`config.mk`:
```
export PLATFORM = sky130hd
export DESIGN_NAME = burst_addr_seq
export DESIGN_NICKNAME = d
export VERILOG_FILES = /design/src/rtl/bseq_pkg.sv /design/src/rtl/bseq_order.sv /design/src/rtl/bseq_ctrl.sv /design/src/rtl/burst_addr_seq.sv
export SDC_FILE = /design/constraint.sdc
export NUM_CORES = 1
export LEC_CHECK = 0
export ABC_CLOCK_PERIOD_IN_PS = 1400
export BUFFER_PORTS_ARGS = -buffer_cell sky130_fd_sc_hd__buf_2
export CAP_MARGIN = 20
export CORE_MARGIN = 5
export CORE_UTILIZATION = 46
export CTS_BUF_LIST = sky130_fd_sc_hd__clkbuf_4
export CTS_CLUSTER_DIAMETER = 30
export DETAILED_ROUTE_END_ITERATION = 16
export PLACE_DENSITY_LB_ADDON = 0.15
export SLEW_MARGIN = 40
export SYNTH_ARGS = -nofsm -noshare
export SYNTH_HDL_FRONTEND = slang
export SYNTH_SLANG_ARGS = --single-unit
```
`constraint.sdc`:
```
create_clock -name clk -period 1.4 [get_ports clk]
set_clock_uncertainty 0.2 [all_clocks]
set_input_delay 0.42 -clock clk [delete_from_list [all_inputs] [get_ports clk]]
set_output_delay 0.42 -clock clk [all_outputs]
set_load 0.01 [all_outputs]
```
`src/rtl/bseq_pkg.sv`:
```
`timescale 1ns/1ps
package bseq_pkg;
   typedef enum logic {
      ORD_LINEAR     = 1'b0,
      ORD_INTERLEAVE = 1'b1
   } bseq_order_e;
endpackage

```
`src/rtl/bseq_order.sv`:
```
`timescale 1ns/1ps
// Maps base bits and a beat index to the low address bits.
module bseq_order #(
   parameter int CNT_W = 2
) (
   input  logic [CNT_W-1:0]        base,
   input  logic [CNT_W-1:0]        beat,
   input  bseq_pkg::bseq_order_e   order,
   output logic [CNT_W-1:0]        low
);
   logic [CNT_W-1:0] lin_bits;
   logic [CNT_W-1:0] xor_bits;

   assign lin_bits = base + beat;   // wraps modulo burst length

   for (genvar gi = 0; gi < CNT_W; gi++) begin : g_xor
      assign xor_bits[gi] = base[gi] ^ beat[gi];
   end

   assign low = (order == bseq_pkg::ORD_INTERLEAVE) ? xor_bits : lin_bits;
endmodule

```
`src/rtl/bseq_ctrl.sv`:
```
`timescale 1ns/1ps
// Burst state: armed flag, captured direction/order/start, beat index.
module bseq_ctrl #(
   parameter int ADDR_W = 16,
   parameter int CNT_W  = 2
) (
   input  logic                     clk,
   input  logic                     rst_n,
   input  logic                     cmd_valid,
   input  logic                     cmd_load,
   input  logic                     cmd_write,
   input  bseq_pkg::bseq_order_e    order_in,
   input  logic [ADDR_W-1:0]        start_addr,
   output logic                     armed_q,
   output logic                     dir_q,
   output bseq_pkg::bseq_order_e    order_q,
   output logic [CNT_W-1:0]         base_q,
   output logic [CNT_W-1:0]         beat_q,
   output logic [ADDR_W-CNT_W-1:0]  upper_q,
   output logic                     valid_q
);
   logic do_load;
   logic do_adv;

   assign do_load = cmd_valid &  cmd_load;
   assign do_adv  = cmd_valid & ~cmd_load & armed_q;

   always_ff @(posedge clk) begin
      if (!rst_n) begin
         armed_q <= 1'b0;
         dir_q   <= 1'b0;
         order_q <= bseq_pkg::ORD_LINEAR;
         base_q  <= '0;
         beat_q  <= '0;
         upper_q <= '0;
         valid_q <= 1'b0;
      end else begin
         valid_q <= do_load | do_adv;
         if (do_load) begin
            armed_q <= 1'b1;
            dir_q   <= cmd_write;
            order_q <= order_in;
            base_q  <= start_addr[CNT_W-1:0];
            upper_q <= start_addr[ADDR_W-1:CNT_W];
            beat_q  <= '0;
         end else if (do_adv) begin
            beat_q  <= beat_q + 1'b1;
         end
      end
   end

   AST_NO_VALID_UNARMED: assert property (@(posedge clk) disable iff (!rst_n)
      (cmd_valid && !cmd_load && !armed_q) |=> !valid_q);

   AST_BEAT_WRAP: assert property (@(posedge clk) disable iff (!rst_n)
      (do_adv && beat_q == {CNT_W{1'b1}}) |=> (beat_q == '0));

   AST_ORDER_KEPT: assert property (@(posedge clk) disable iff (!rst_n)
      (cmd_valid && !cmd_load) |=> (order_q == $past(order_q)));
endmodule

```
`src/rtl/burst_addr_seq.sv`:
```
`timescale 1ns/1ps
module burst_addr_seq #(
   parameter int ADDR_W    = 16,
   parameter int BURST_LEN = 4
) (
   input  logic              clk,
   input  logic              rst_n,
   input  logic              cmd_valid,
   input  logic              cmd_load,
   input  logic              cmd_write,
   input  logic              order_sel,
   input  logic [ADDR_W-1:0] start_addr,
   output logic [ADDR_W-1:0] addr_out,
   output logic              wr_out,
   output logic              valid_out
);
   localparam int CNT_W = $clog2(BURST_LEN);

   initial begin
      assert (BURST_LEN >= 2 && (1 << CNT_W) == BURST_LEN)
         else $error("BURST_LEN must be a power of two, at least 2");
      assert (ADDR_W > CNT_W)
         else $error("ADDR_W must exceed the burst counter width");
   end

   logic                     armed;
   logic                     dir;
   bseq_pkg::bseq_order_e    order_q;
   bseq_pkg::bseq_order_e    order_in;
   logic [CNT_W-1:0]         base;
   logic [CNT_W-1:0]         beat;
   logic [ADDR_W-CNT_W-1:0]  upper;
   logic [CNT_W-1:0]         low;

   assign order_in = order_sel ? bseq_pkg::ORD_INTERLEAVE : bseq_pkg::ORD_LINEAR;

   bseq_ctrl #(.ADDR_W(ADDR_W), .CNT_W(CNT_W)) u_ctrl (
      .clk        (clk),
      .rst_n      (rst_n),
      .cmd_valid  (cmd_valid),
      .cmd_load   (cmd_load),
      .cmd_write  (cmd_write),
      .order_in   (order_in),
      .start_addr (start_addr),
      .armed_q    (armed),
      .dir_q      (dir),
      .order_q    (order_q),
      .base_q     (base),
      .beat_q     (beat),
      .upper_q    (upper),
      .valid_q    (valid_out)
   );

   bseq_order #(.CNT_W(CNT_W)) u_order (
      .base  (base),
      .beat  (beat),
      .order (order_q),
      .low   (low)
   );

   assign addr_out = {upper, low};
   assign wr_out   = dir;

   AST_LOAD_CAPTURE: assert property (@(posedge clk) disable iff (!rst_n)
      (cmd_valid && cmd_load) |=> (valid_out && addr_out == $past(start_addr)
                                   && wr_out == $past(cmd_write)));

   AST_UPPER_HELD: assert property (@(posedge clk) disable iff (!rst_n)
      (cmd_valid && !cmd_load && armed)
         |=> (addr_out[ADDR_W-1:CNT_W] == $past(addr_out[ADDR_W-1:CNT_W])));

   AST_DIR_HELD: assert property (@(posedge clk) disable iff (!rst_n)
      (cmd_valid && !cmd_load && armed) |=> (wr_out == $past(wr_out)));

   AST_LINEAR_STEP: assert property (@(posedge clk) disable iff (!rst_n)
      (cmd_valid && !cmd_load && armed && order_q == bseq_pkg::ORD_LINEAR)
         |=> (addr_out[CNT_W-1:0] == CNT_W'($past(addr_out[CNT_W-1:0]) + 1'b1)));

   AST_IDLE_QUIET: assert property (@(posedge clk) disable iff (!rst_n)
      !cmd_valid |=> (!valid_out && $stable(addr_out) && $stable(wr_out)));
endmodule

```
==> run_results.csv <==
group,metric,value,unit
run_status,status,"finished with violations",
run_status,violations,"negative setup slack",
sta,layout_min_cycle_time,1800,ps
clocking,clockBufferDepth,2,
setup_path,r2r-start,"u_ctrl.beat_q[0]",
setup_path,critPathSlowestCell,"dfxtp_2",
synthesis,ys_ff_latch,22,
power_and_ir_drop,switchingPower,284,µW
detailed_routing,drtIter0Drc,4,
detailed_routing,ant_nets,0,
power_and_ir_drop,intPower,872,µW
grt,grt_pass1_wl,2.99,mm
run,cap_violations,0,
finish,nets,173,
power_and_ir_drop,p_clk_share,24.5,%
sta,fmax,557,MHz
detailed_routing,first_pass_iters,4,
power_and_ir_drop,p_per_area,878,nW/µm²
place,dpl_worst_slack,-96.1,ps
grt,track_usage,14.7,%
sta,setup_viol,3,
synthesis,synth_cells,101,
sta,rsz0062_at_grt,"true",
synthesis,synth_cell_types,16,
setup_path,worst_setup_path_start_kind,"flop",
clocking,ctsHoldBuffers,0,
grt,grt-ovfl-total,0,
setup_path,path_buf_inv,1,
sta,period_share,128,%
power_and_ir_drop,ir_drop,0.000782,V
floorplan,ios,40,
detailed_routing,wl,2.04,mm
grt,grt_max_degree,23,
clocking,cts.sinks,22,
synthesis,yosysMostFrequentCell,"nand2_1",
setup_path,cp.required,780,ps
place,io_buffers,39,
finish,drive_above_1_share,53.0,%
clocking,tritoncts,"yes",
synthesis,synth_commonest_cells,"nand2_1 (38), dfxtp_1 (22), a21oi_1 (21)",
grt,antenna_found_initial,0,
setup_path,path_delay_family,"flip-flops",
detailed_routing,vias_per_cell,4.76,
detailed_routing,drc,0,
sta,maxSlewHeadroom,84.7,%
synthesis,synth_seq_area_share,54.5,%
floorplan,die-area,2700,µm²
clocking,htree_levels,1,
sta,hold_viol_final,0,
finish,diodes,0,
clocking,clk_pin_slew,120,ps
setup_path,critPathKind,"reg -> out",
place,gp_congestion,0.681,
synthesis,synthTopCellsByArea,"dfxtp_1 (54%), nand2_1 (18%), a21oi_1 (13%), xnor2_1 (2.2%), buf_4 (1.9%)",
power_and_ir_drop,p_leak,0.574,nW
setup_path,critical_path.max_stage_delay,370,ps
clocking,clock_latency,300,ps
clocking,cts_made_buffers,3,
min_path,hold_path_class,"in -> reg",
synthesis,avgSynthCellArea,8.00,µm²
grt,grt_pass1_vias,762,
synthesis,syn-cell-area,808,µm²
place,dp_hpwl,1.44,mm
sta,setup_slack,-396,ps
power_and_ir_drop,switching_share,24.6,%
floorplan,dieHeight,51.9,µm
floorplan,die_w,51.9,µm
synthesis,synth_edf_count,0,
synthesis,ys.flop_type,"dfxtp_1",
setup_path,critPathMaxFanout,2,
sta,setup_tns,-760,ps
setup_path,cp-startpoint,"u_ctrl.base_q[0]",
synthesis,yosys.area.top_type,"dfxtp_1",
sta,slew_violations,0,
floorplan,initial_core_util,47.3,%
finish,area_growth,62.8,%
detailed_routing,wire_per_inst,11.7,µm
synthesis,async_flop_share,0,%
min_path,hp-start,"start_addr[15]",
sta,worstMarginPinSlew,226,ps
setup_path,worst_ep_arrival_time,1180,ps
floorplan,core_area,1710,µm²
setup_path,path_cells,"ha_4 > nor2b_4 > xnor2_2 > buf_2",
synthesis,netlist.area_leader.share,54.5,%
synthesis,syn_nets,124,
power_and_ir_drop,pwr-share-comb,16.8,%
floorplan,rows,15,
detailed_routing,num_vias,828,
synthesis,yosysWarnings,0,
power_and_ir_drop,seq_power_share,58.8,%
clocking,cts-root-buf,"clkbuf_4",
setup_path,endpoint_kind,"primary output",
finish,utilization,77.1,%
## through the flow
step	area [µm²]	cells	total power [mW]	hold WS [ps]
floorplan	827	101	0.758	243
global placement	1100	167	0.837	239
detailed placement	1100	167	0.842	244
CTS	1160	171	1.13	127
global route	1320	174	1.22	129
finish	1320	174	1.16	137
## cells in the final DEF (no fill, tap or decap), drive strengths merged
master and instances:
buf 49, nand2 38, dfxtp 22, a21oi 21, nor2 4, clkbuf 3, xnor2 2, o21ai 2
inv 2, nor2b 1, nor4bb 1, and2 1, or4 1, ha 1, clkinv 1
## registers in the layout (all words and copies together) (netlist names)
name	cells
u_ctrl.beat_q	2
u_ctrl.base_q	2
u_ctrl.upper_q	14
u_ctrl.valid_q	1
u_ctrl.dir_q	1
u_ctrl.armed_q	1
u_ctrl.order_q	1
## worst reg2reg max path, delay by kind of cell, from the launching register on
kind                   cells  cell delay, ps
DFF                        1             370
and+or+nand+nor            2             580
AOI/OAI and AO/OA          1             140
buffers and inverters      2             200
## layer usage
metal  global-route usage (%)  vias to the layer above  wire length (µm)  part of all wire (%)
li1                         -                      420                 -                     -
met3                     3.15                        4               129                   6.3
met5                        0                        -                 0                     0
met1                     16.4                      378               823                    40
met2                     26.4                       26              1070                    52
met4                     6.55                        0                19                  0.93
## repair_timing
item | in CTS | in global routing
buffers inserted | 0 | 3
endpoints found under the hold margin | 0 | 0
cloned | 0 | 0
pin swaps | 1 | 2
endpoints found under the setup margin | 8 | 19
resized for setup | 10 | 31
## power by group through the flow
| stage | registers (mW) | logic [mW] | clock network, mW |
|---|---|---|---|
| 3_5_place_dp | 0.683 | 0.159 | 0 |
| 6_report | 0.679 | 0.194 | 0.283 |
| 5_1_grt | 0.683 | 0.212 | 0.321 |
| 3_3_place_gp | 0.681 | 0.156 | 0 |
| 4_1_cts | 0.671 | 0.165 | 0.294 |
| 2_1_floorplan | 0.693 | 0.0654 | 0 |
## kinds of logic (layout without fill, tap and decap cells)
| logic type | count (synthesis) | after routing | synth area share (%) |
|---|---|---|---|
| compound gates | 23 | 23 | 14.2 |
| xor+xnor | 2 | 2 | 2.17 |
| fa+ha+maj | 1 | 1 | 1.55 |
| buf+inv | 7 | 55 | 4.33 |
| flops | 22 | 22 | 54.5 |
| simple gates | 46 | 46 | 23.2 |
## layout make-up
class	count	area, µm²
Timing Repair Buffer	49	405
Tap cell	25	31.3
Sequential cell	22	464
Fill cell	119	392
Clock inverter	1	3.75
Multi-Input combinational cell	72	382
Inverter	2	7.51
Clock buffer	3	22.5
## path summary, 6_finish.rpt
check                             to  slack (ps)  cells past startpoint
hold reg to reg    u_ctrl.upper_q[4]         270                      2
hold / removal    u_ctrl.upper_q[13]         140                      3
setup / recovery         addr_out[1]        -400                      4
setup reg to reg    u_ctrl.beat_q[1]        -150                      5
Power figures use the tool's default switching activity.
